[config.mk]
export PLATFORM = sky130hd
export DESIGN_NAME = pwm_timer
export DESIGN_NICKNAME = d
export VERILOG_FILES = /design/src/rtl/pwm_timer_pkg.sv /design/src/rtl/pwm_timer_ctrl.sv /design/src/rtl/pwm_timer_dp.sv /design/src/rtl/pwm_timer.sv
export SDC_FILE = /design/constraint.sdc
export NUM_CORES = 1
export LEC_CHECK = 0
export BUFFER_PORTS_ARGS = -buffer_cell sky130_fd_sc_hd__buf_4
export CAP_MARGIN = 25
export CORE_MARGIN = 2
export CORE_UTILIZATION = 50
export CTS_BUF_LIST = sky130_fd_sc_hd__clkbuf_16
export CTS_CLUSTER_DIAMETER = 60
export CTS_CLUSTER_SIZE = 24
export DETAILED_ROUTE_END_ITERATION = 8
export PLACE_DENSITY = 0.76
export SYNTH_ARGS = -nofsm -noshare
export SYNTH_HDL_FRONTEND = slang
export SYNTH_HIERARCHICAL = 1
export SYNTH_SLANG_ARGS = --single-unit
[constraint.sdc]
create_clock -name clk -period 2.45 [get_ports clk]
set_clock_uncertainty 0.1 [all_clocks]
set_input_delay 0.3675 -clock clk [delete_from_list [all_inputs] [get_ports clk]]
set_output_delay 0.3675 -clock clk [all_outputs]
set_load 0.01 [all_outputs]
[src/rtl/pwm_timer_pkg.sv]
package pwm_timer_pkg;
  localparam int TMR_W   = 16;
  localparam int BYTE_W  = 8;
  localparam int ADDR_W  = 3;
  localparam int NCMP    = 2;
  localparam int NFLAG   = 3;
  localparam int DIV_W   = 3;
  localparam int SYNC_N  = 2;
  localparam logic [TMR_W-1:0] RELOAD_VAL = {TMR_W{1'b1}} - TMR_W'(3);

  // control byte bit positions
  localparam int CB_PWM   = 0;
  localparam int CB_OPM   = 1;
  localparam int CB_LVL1  = 2;
  localparam int CB_LVL2  = 3;
  localparam int CB_CLK   = 4;
  localparam int CB_CAPIE = 6;
  localparam int CB_CMPIE = 7;

  // register addresses
  localparam logic [ADDR_W-1:0] A_CTRL   = 3'd0;
  localparam logic [ADDR_W-1:0] A_STAT   = 3'd1;
  localparam logic [ADDR_W-1:0] A_CMP0   = 3'd2;
  localparam logic [ADDR_W-1:0] A_CNT_HI = 3'd6;
  localparam logic [ADDR_W-1:0] A_CNT_LO = 3'd7;

  typedef enum logic [1:0] {
    CLK_DIV2 = 2'b00,
    CLK_DIV4 = 2'b01,
    CLK_DIV8 = 2'b10,
    CLK_EXT  = 2'b11
  } clkSel_e;

  typedef struct packed {
    logic                       pwmMode;
    logic                       lvl1;
    logic                       lvl2;
    clkSel_e                    clkSel;
    logic [NCMP-1:0][TMR_W-1:0] cmpBuf;
    logic [NCMP-1:0]            cmpHold;
  } ctlStrobe_t;

  typedef struct packed {
    logic            periodEnd;
    logic [NCMP-1:0] cmpMatch;
  } evt_t;
endpackage

[src/rtl/pwm_timer_ctrl.sv]
module pwm_timer_ctrl
  import pwm_timer_pkg::*;
(
  input  logic              clk,
  input  logic              rstN,
  input  logic              wrEn,
  input  logic [ADDR_W-1:0] addr,
  input  logic [BYTE_W-1:0] wrData,
  input  logic              irqMask,
  input  evt_t              evt,
  input  logic [TMR_W-1:0]  cntVal,
  output ctlStrobe_t        ctl,
  output logic [BYTE_W-1:0] rdData,
  output logic [NFLAG-1:0]  flagsQ,
  output logic              irq
);
  logic [BYTE_W-1:0]          ctrlQ;
  logic [NCMP-1:0][TMR_W-1:0] bufQ;
  logic [NCMP-1:0]            holdQ;
  logic [NFLAG-1:0]           setVec;
  logic [NFLAG-1:0]           clrVec;

  always_ff @(posedge clk) begin
    if (!rstN) ctrlQ <= '0;
    else if (wrEn && addr == A_CTRL) ctrlQ <= wrData;
  end

  // compare buffers: high byte write holds the comparator, low byte releases it
  for (genvar g = 0; g < NCMP; g++) begin : g_cmpBuf
    localparam logic [ADDR_W-1:0] A_HI = A_CMP0 + ADDR_W'(2 * g);
    localparam logic [ADDR_W-1:0] A_LO = A_CMP0 + ADDR_W'(2 * g + 1);
    always_ff @(posedge clk) begin
      if (!rstN) begin
        bufQ[g]  <= '1;
        holdQ[g] <= 1'b0;
      end else if (wrEn && addr == A_HI) begin
        bufQ[g][TMR_W-1:BYTE_W] <= wrData;
        holdQ[g]                <= 1'b1;
      end else if (wrEn && addr == A_LO) begin
        bufQ[g][BYTE_W-1:0] <= wrData;
        holdQ[g]            <= 1'b0;
      end
    end
  end

  // status flags: event set beats write-one-to-clear
  always_comb begin
    setVec = {evt.cmpMatch, evt.periodEnd};
    clrVec = (wrEn && addr == A_STAT) ? wrData[NFLAG-1:0] : '0;
  end

  always_ff @(posedge clk) begin
    if (!rstN) flagsQ <= '0;
    else       flagsQ <= (flagsQ & ~clrVec) | setVec;
  end

  always_comb begin
    irq = ~irqMask & ((flagsQ[0] & ctrlQ[CB_CAPIE]) |
                      ((|flagsQ[NFLAG-1:1]) & ctrlQ[CB_CMPIE]));
  end

  // strobes to the datapath; one-pulse bit has no effect while PWM is set
  always_comb begin
    ctl.pwmMode = ctrlQ[CB_PWM];
    ctl.lvl1    = ctrlQ[CB_LVL1];
    ctl.lvl2    = ctrlQ[CB_LVL2];
    ctl.clkSel  = clkSel_e'(ctrlQ[CB_CLK +: 2]);
    ctl.cmpBuf  = bufQ;
    ctl.cmpHold = holdQ;
  end

  always_comb begin
    case (addr)
      A_CTRL:   rdData = ctrlQ;
      A_STAT:   rdData = {{(BYTE_W-NFLAG){1'b0}}, flagsQ};
      3'd2:     rdData = bufQ[0][TMR_W-1:BYTE_W];
      3'd3:     rdData = bufQ[0][BYTE_W-1:0];
      3'd4:     rdData = bufQ[1][TMR_W-1:BYTE_W];
      3'd5:     rdData = bufQ[1][BYTE_W-1:0];
      A_CNT_HI: rdData = cntVal[TMR_W-1:BYTE_W];
      A_CNT_LO: rdData = cntVal[BYTE_W-1:0];
      default:  rdData = '0;
    endcase
  end
endmodule

[src/rtl/pwm_timer_dp.sv]
module pwm_timer_dp
  import pwm_timer_pkg::*;
(
  input  logic             clk,
  input  logic             rstN,
  input  ctlStrobe_t       ctl,
  input  logic             extClkIn,
  output evt_t             evt,
  output logic [TMR_W-1:0] cntQ,
  output logic             pwmOut
);
  logic [SYNC_N-1:0]          syncQ;
  logic                       extPrevQ;
  logic                       extRise;
  logic [DIV_W-1:0]           psQ;
  logic [DIV_W-1:0]           divHit;
  logic                       tick;
  logic                       pwmPrevQ;
  logic                       pwmStart;
  logic [NCMP-1:0][TMR_W-1:0] actQ;
  logic [NCMP-1:0]            hit;
  logic                       periodEnd;

  // external clock resynchroniser and edge detector
  always_ff @(posedge clk) begin
    if (!rstN) begin
      syncQ    <= '0;
      extPrevQ <= 1'b0;
    end else begin
      syncQ    <= {syncQ[SYNC_N-2:0], extClkIn};
      extPrevQ <= syncQ[SYNC_N-1];
    end
  end
  assign extRise = syncQ[SYNC_N-1] & ~extPrevQ;

  // prescaler: divide by 2^(k+1) when the low k+1 bits are all ones
  always_ff @(posedge clk) begin
    if (!rstN) psQ <= '0;
    else       psQ <= psQ + DIV_W'(1);
  end

  for (genvar k = 0; k < DIV_W; k++) begin : g_div
    assign divHit[k] = &psQ[k:0];
  end

  always_comb begin
    case (ctl.clkSel)
      CLK_DIV2: tick = divHit[0];
      CLK_DIV4: tick = divHit[1];
      CLK_DIV8: tick = divHit[2];
      default:  tick = extRise;
    endcase
  end

  always_ff @(posedge clk) begin
    if (!rstN) pwmPrevQ <= 1'b0;
    else       pwmPrevQ <= ctl.pwmMode;
  end
  assign pwmStart = ctl.pwmMode & ~pwmPrevQ;

  // comparators and their active (shadowed) values
  for (genvar c = 0; c < NCMP; c++) begin : g_cmp
    assign hit[c] = tick & (cntQ == actQ[c]) & ~ctl.cmpHold[c];
    always_ff @(posedge clk) begin
      if (!rstN) actQ[c] <= '1;
      else if (!ctl.pwmMode || pwmStart || periodEnd) actQ[c] <= ctl.cmpBuf[c];
    end
    assign evt.cmpMatch[c] = hit[c] & ~ctl.pwmMode;
  end

  assign periodEnd     = ctl.pwmMode & ~pwmStart & hit[1];
  assign evt.periodEnd = periodEnd;

  always_ff @(posedge clk) begin
    if (!rstN)          cntQ <= RELOAD_VAL;
    else if (pwmStart)  cntQ <= RELOAD_VAL;
    else if (tick)      cntQ <= periodEnd ? RELOAD_VAL : cntQ + TMR_W'(1);
  end

  always_ff @(posedge clk) begin
    if (!rstN)              pwmOut <= 1'b0;
    else if (!ctl.pwmMode)  pwmOut <= 1'b0;
    else if (pwmStart)      pwmOut <= pwmOut;
    else if (hit[1])        pwmOut <= ctl.lvl2;
    else if (hit[0])        pwmOut <= ctl.lvl1;
  end
endmodule

[src/rtl/pwm_timer.sv]
module pwm_timer
  import pwm_timer_pkg::*;
(
  input  logic              clk,
  input  logic              rstN,
  input  logic              wrEn,
  input  logic [ADDR_W-1:0] addr,
  input  logic [BYTE_W-1:0] wrData,
  output logic [BYTE_W-1:0] rdData,
  input  logic              extClkIn,
  input  logic              irqMask,
  output logic              irq,
  output logic              pwmOut
);
  ctlStrobe_t       ctl;
  evt_t             evt;
  logic [TMR_W-1:0] cntVal;
  logic [NFLAG-1:0] flagsQ;

  pwm_timer_ctrl u_ctrl (
    .clk    (clk),
    .rstN   (rstN),
    .wrEn   (wrEn),
    .addr   (addr),
    .wrData (wrData),
    .irqMask(irqMask),
    .evt    (evt),
    .cntVal (cntVal),
    .ctl    (ctl),
    .rdData (rdData),
    .flagsQ (flagsQ),
    .irq    (irq)
  );

  pwm_timer_dp u_dp (
    .clk     (clk),
    .rstN    (rstN),
    .ctl     (ctl),
    .extClkIn(extClkIn),
    .evt     (evt),
    .cntQ    (cntVal),
    .pwmOut  (pwmOut)
  );
endmodule

==> results.ini <==
[floorplan]
fp.dieH_um = 104
core-area_mm2 = 0.00977
io_pins = 26
rows = 36
initial_utilization_pct = 51.5
die_w_um = 104
fp.dieArea_mm2 = 0.0109

[power_and_ir_drop]
p_per_area_mw_per_mm2 = 624
finalPower_uw = 3410
leakagePower_uw = 0.00238
vdd_ir_drop_max_v = 0.000423

[placed_design]
hpwl_um = 9020
gp_congestion = 0.896
place_inst = 677
numPortBuffers = 25
place_area_mm2 = 0.00519

[job]
maxCapViolCount = 0

[clock_tree]
numCtsBuffers = 9
hold_buffers = 0
path_clk_slew_ns = 0.06
cts_resized = 0
cts_root_buffer = clkbuf_16
htree_levels = 3
cts_setup_buffers = 0
clockBufferDepth = 2
clk_latency_ns = 0.34
cts_tree = yes
numClockSinks = 101

[sta]
hold_violations = 0
fmax_mhz = 427
rsz0062_at_grt = false
holdWs_ns = 0.128
worst_pin_slew_ns = 0.656
setup_viol = 0
final.setup.tns_ns = 0
fin_crit_sh_pct = 95.6
min_period_ns = 2.34
slew_headroom_pct = 56.1
drv_slew = 0

[logic_synthesis]
yosys.cell_count.top_type = nand2_1
synth.area.top_cells = dfxtp_1, mux2i_1, nand2_1
yosysUniqueCellTypes = 63
synth_fp_nets = 565
syn_area_mm2 = 0.00503
ys_warn_count = 6
netlist_instances = 546
ys_ff_latch = 101
synth_top_flop_cell = dfxtp_1
synth.top_cell.area_share_pct = 40.2
synth_top_cell_by_area = dfxtp_1
synthTopCellsByCount = nand2_1, dfxtp_1, mux2i_1, xnor2_1, nand3_1
ys_seq_area_share_pct = 40.2
synth_edf_count = 0
syn-mean-instance-area_um2 = 9.22
synth_async_sr_flop_share_pct = 0

[routing]
ant_nets = 0
initialDrtViolationCount = 431
routedWlPerCell_um = 18.6
drt-pass1-iter-count = 5
vias_per_cell = 5.74
drcViolationCount = 0
num_vias = 3967
finalWirelength_um = 12800

[critical_path]
crit_buf_inv = 0
required_ns = 2.55
cp_slowest_cell = mux4_2
crit_type = reg2reg
r2r_setup_slack_ns = 0.11
path_cells = ha_1 > ha_1 > mux4_2 > nand3_4 > nor3_2 > nor2_2 > o21ai_1
crit_family = simple AND/OR/NAND/NOR gates
crit_path_start_kind = flop
crit_path_frequent_cell = ha_1
endpoint_kind = flop
cp_max_fo = 14
critPathMaxStageDelay_ns = 0.58
worstPathArrival_ns = 2.44

[global_routing]
grt_overflow = 0
grt_pass1_wl_um = 20500
globalRouteTotalUtil_pct = 24.1
grt_max_degree = 45
grt_pass1_vias = 3873
antenna_found_initial = 0

[finish]
fin_area_mm2 = 0.00547
n_antenna_cell = 0
synthToLayoutAreaGrowth_pct = 8.65
finalNetCount = 574
stdcell_count = 691
layout-drive-gt1-share_pct = 13.8

[run_status]
status = finished clean

[hold_path]
hp-class = in2reg

==> worst register-to-register path, stage by stage, from the launching register on <==
cell and delay [ns]:
dfxtp_1 0.33, ha_1 0.20, ha_1 0.18, mux4_2 0.58, nand3_4 0.14, nor3_2 0.08, nor2_2 0.45, o21ai_1 0.15
==> power breakdown <==
group          switching [µW]  internal (µW)
combinational             187            138
clock                     600            775
sequential               32.6           1680
total                     820           2590
==> registers in the layout, summed over array words and instances (netlist names) <==
signal,count
u_dp/syncQ,2
u_ctrl/ctrlQ,8
u_ctrl/flagsQ,3
u_dp/actQ,32
u_dp/psQ,3
u_dp/pwmPrevQ,1
u_ctrl/ctl,34
u_dp/extPrevQ,1
u_dp/pwmOut,1
u_dp/cntQ,16
==> cell families after synthesis <==
| kind of cell | after synthesis | share of synthesized area (%) |
|---|---|---|
| XOR/XNOR | 42 | 7.31 |
| AND/OR/NAND/NOR | 226 | 23.2 |
| buffers and inverters | 53 | 7.36 |
| AO/OA/AOI/OAI | 61 | 8.70 |
| flip-flops | 101 | 40.2 |
| adder cells (fa/ha/maj) | 3 | 0.746 |
| multiplexers | 60 | 12.5 |
==> path summary, 6_finish.rpt <==
kind,start,endpoint,cells past startpoint
worst min register to register,u_dp/syncQ[0],u_dp/syncQ[1],1
worst max register to register,u_dp/psQ[0],u_dp/cntQ[10],7
worst min-delay path,extClkIn,u_dp/syncQ[0],2
worst max-delay path,u_dp/psQ[0],u_dp/cntQ[10],7
==> layer usage <==
| metal | wire, µm | share of wire (%) | GRT usage, % | vias to the layer above |
|---|---|---|---|---|
| li1 | - | - | - | 1893 |
| met1 | 5570 | 43 | 32.5 | 1910 |
| met2 | 6110 | 48 | 38.1 | 137 |
| met3 | 909 | 7.1 | 5.20 | 27 |
| met4 | 242 | 1.9 | 8.40 | 0 |
| met5 | 0 | 0 | 0 | - |
==> layout by cell type, fill, tap and decap left out, types with 4 or more instances in the layout <==
master,Yosys,final
nand2_1,122,122
dfxtp_1,101,101
mux2i_1,54,54
buf_4,9,43
xnor2_1,25,25
nand3_1,21,21
xor2_1,17,17
nor2_1,16,16
clkbuf_16,0,9
inv_1,8,8
a21oi_1,8,8
a21boi_1,8,8
and2_1,8,8
nor2b_1,7,7
o21ai_1,7,7
nand4_1,7,7
and3_1,6,6
nand2b_1,5,5
nor3_1,5,5
mux2_2,4,4
a221oi_1,4,4
and4bb_2,4,4
==> final cells by class <==
type,count,area (µm²)
timing repair buffer,43,323
clock buffer,9,225
sequential,101,2020
clock inverter,5,53.8
fill,878,4310
inverter,8,30.0
tap,133,166
multi-input combinational,392,2650
==> metrics by stage <==
| step | worst slack (ns) | util [%] |
|---|---|---|
| 6_report | 0.108 | 55.9 |
| 2_1_floorplan | 0.377 | - |
| 4_1_cts | 0.111 | 55.9 |
| 3_3_place_gp | 0.224 | 53.1 |
| 5_1_grt | 0.0104 | 55.9 |
| 3_5_place_dp | 0.102 | 53.1 |
Note: power is estimated with default switching activity, not from simulation.
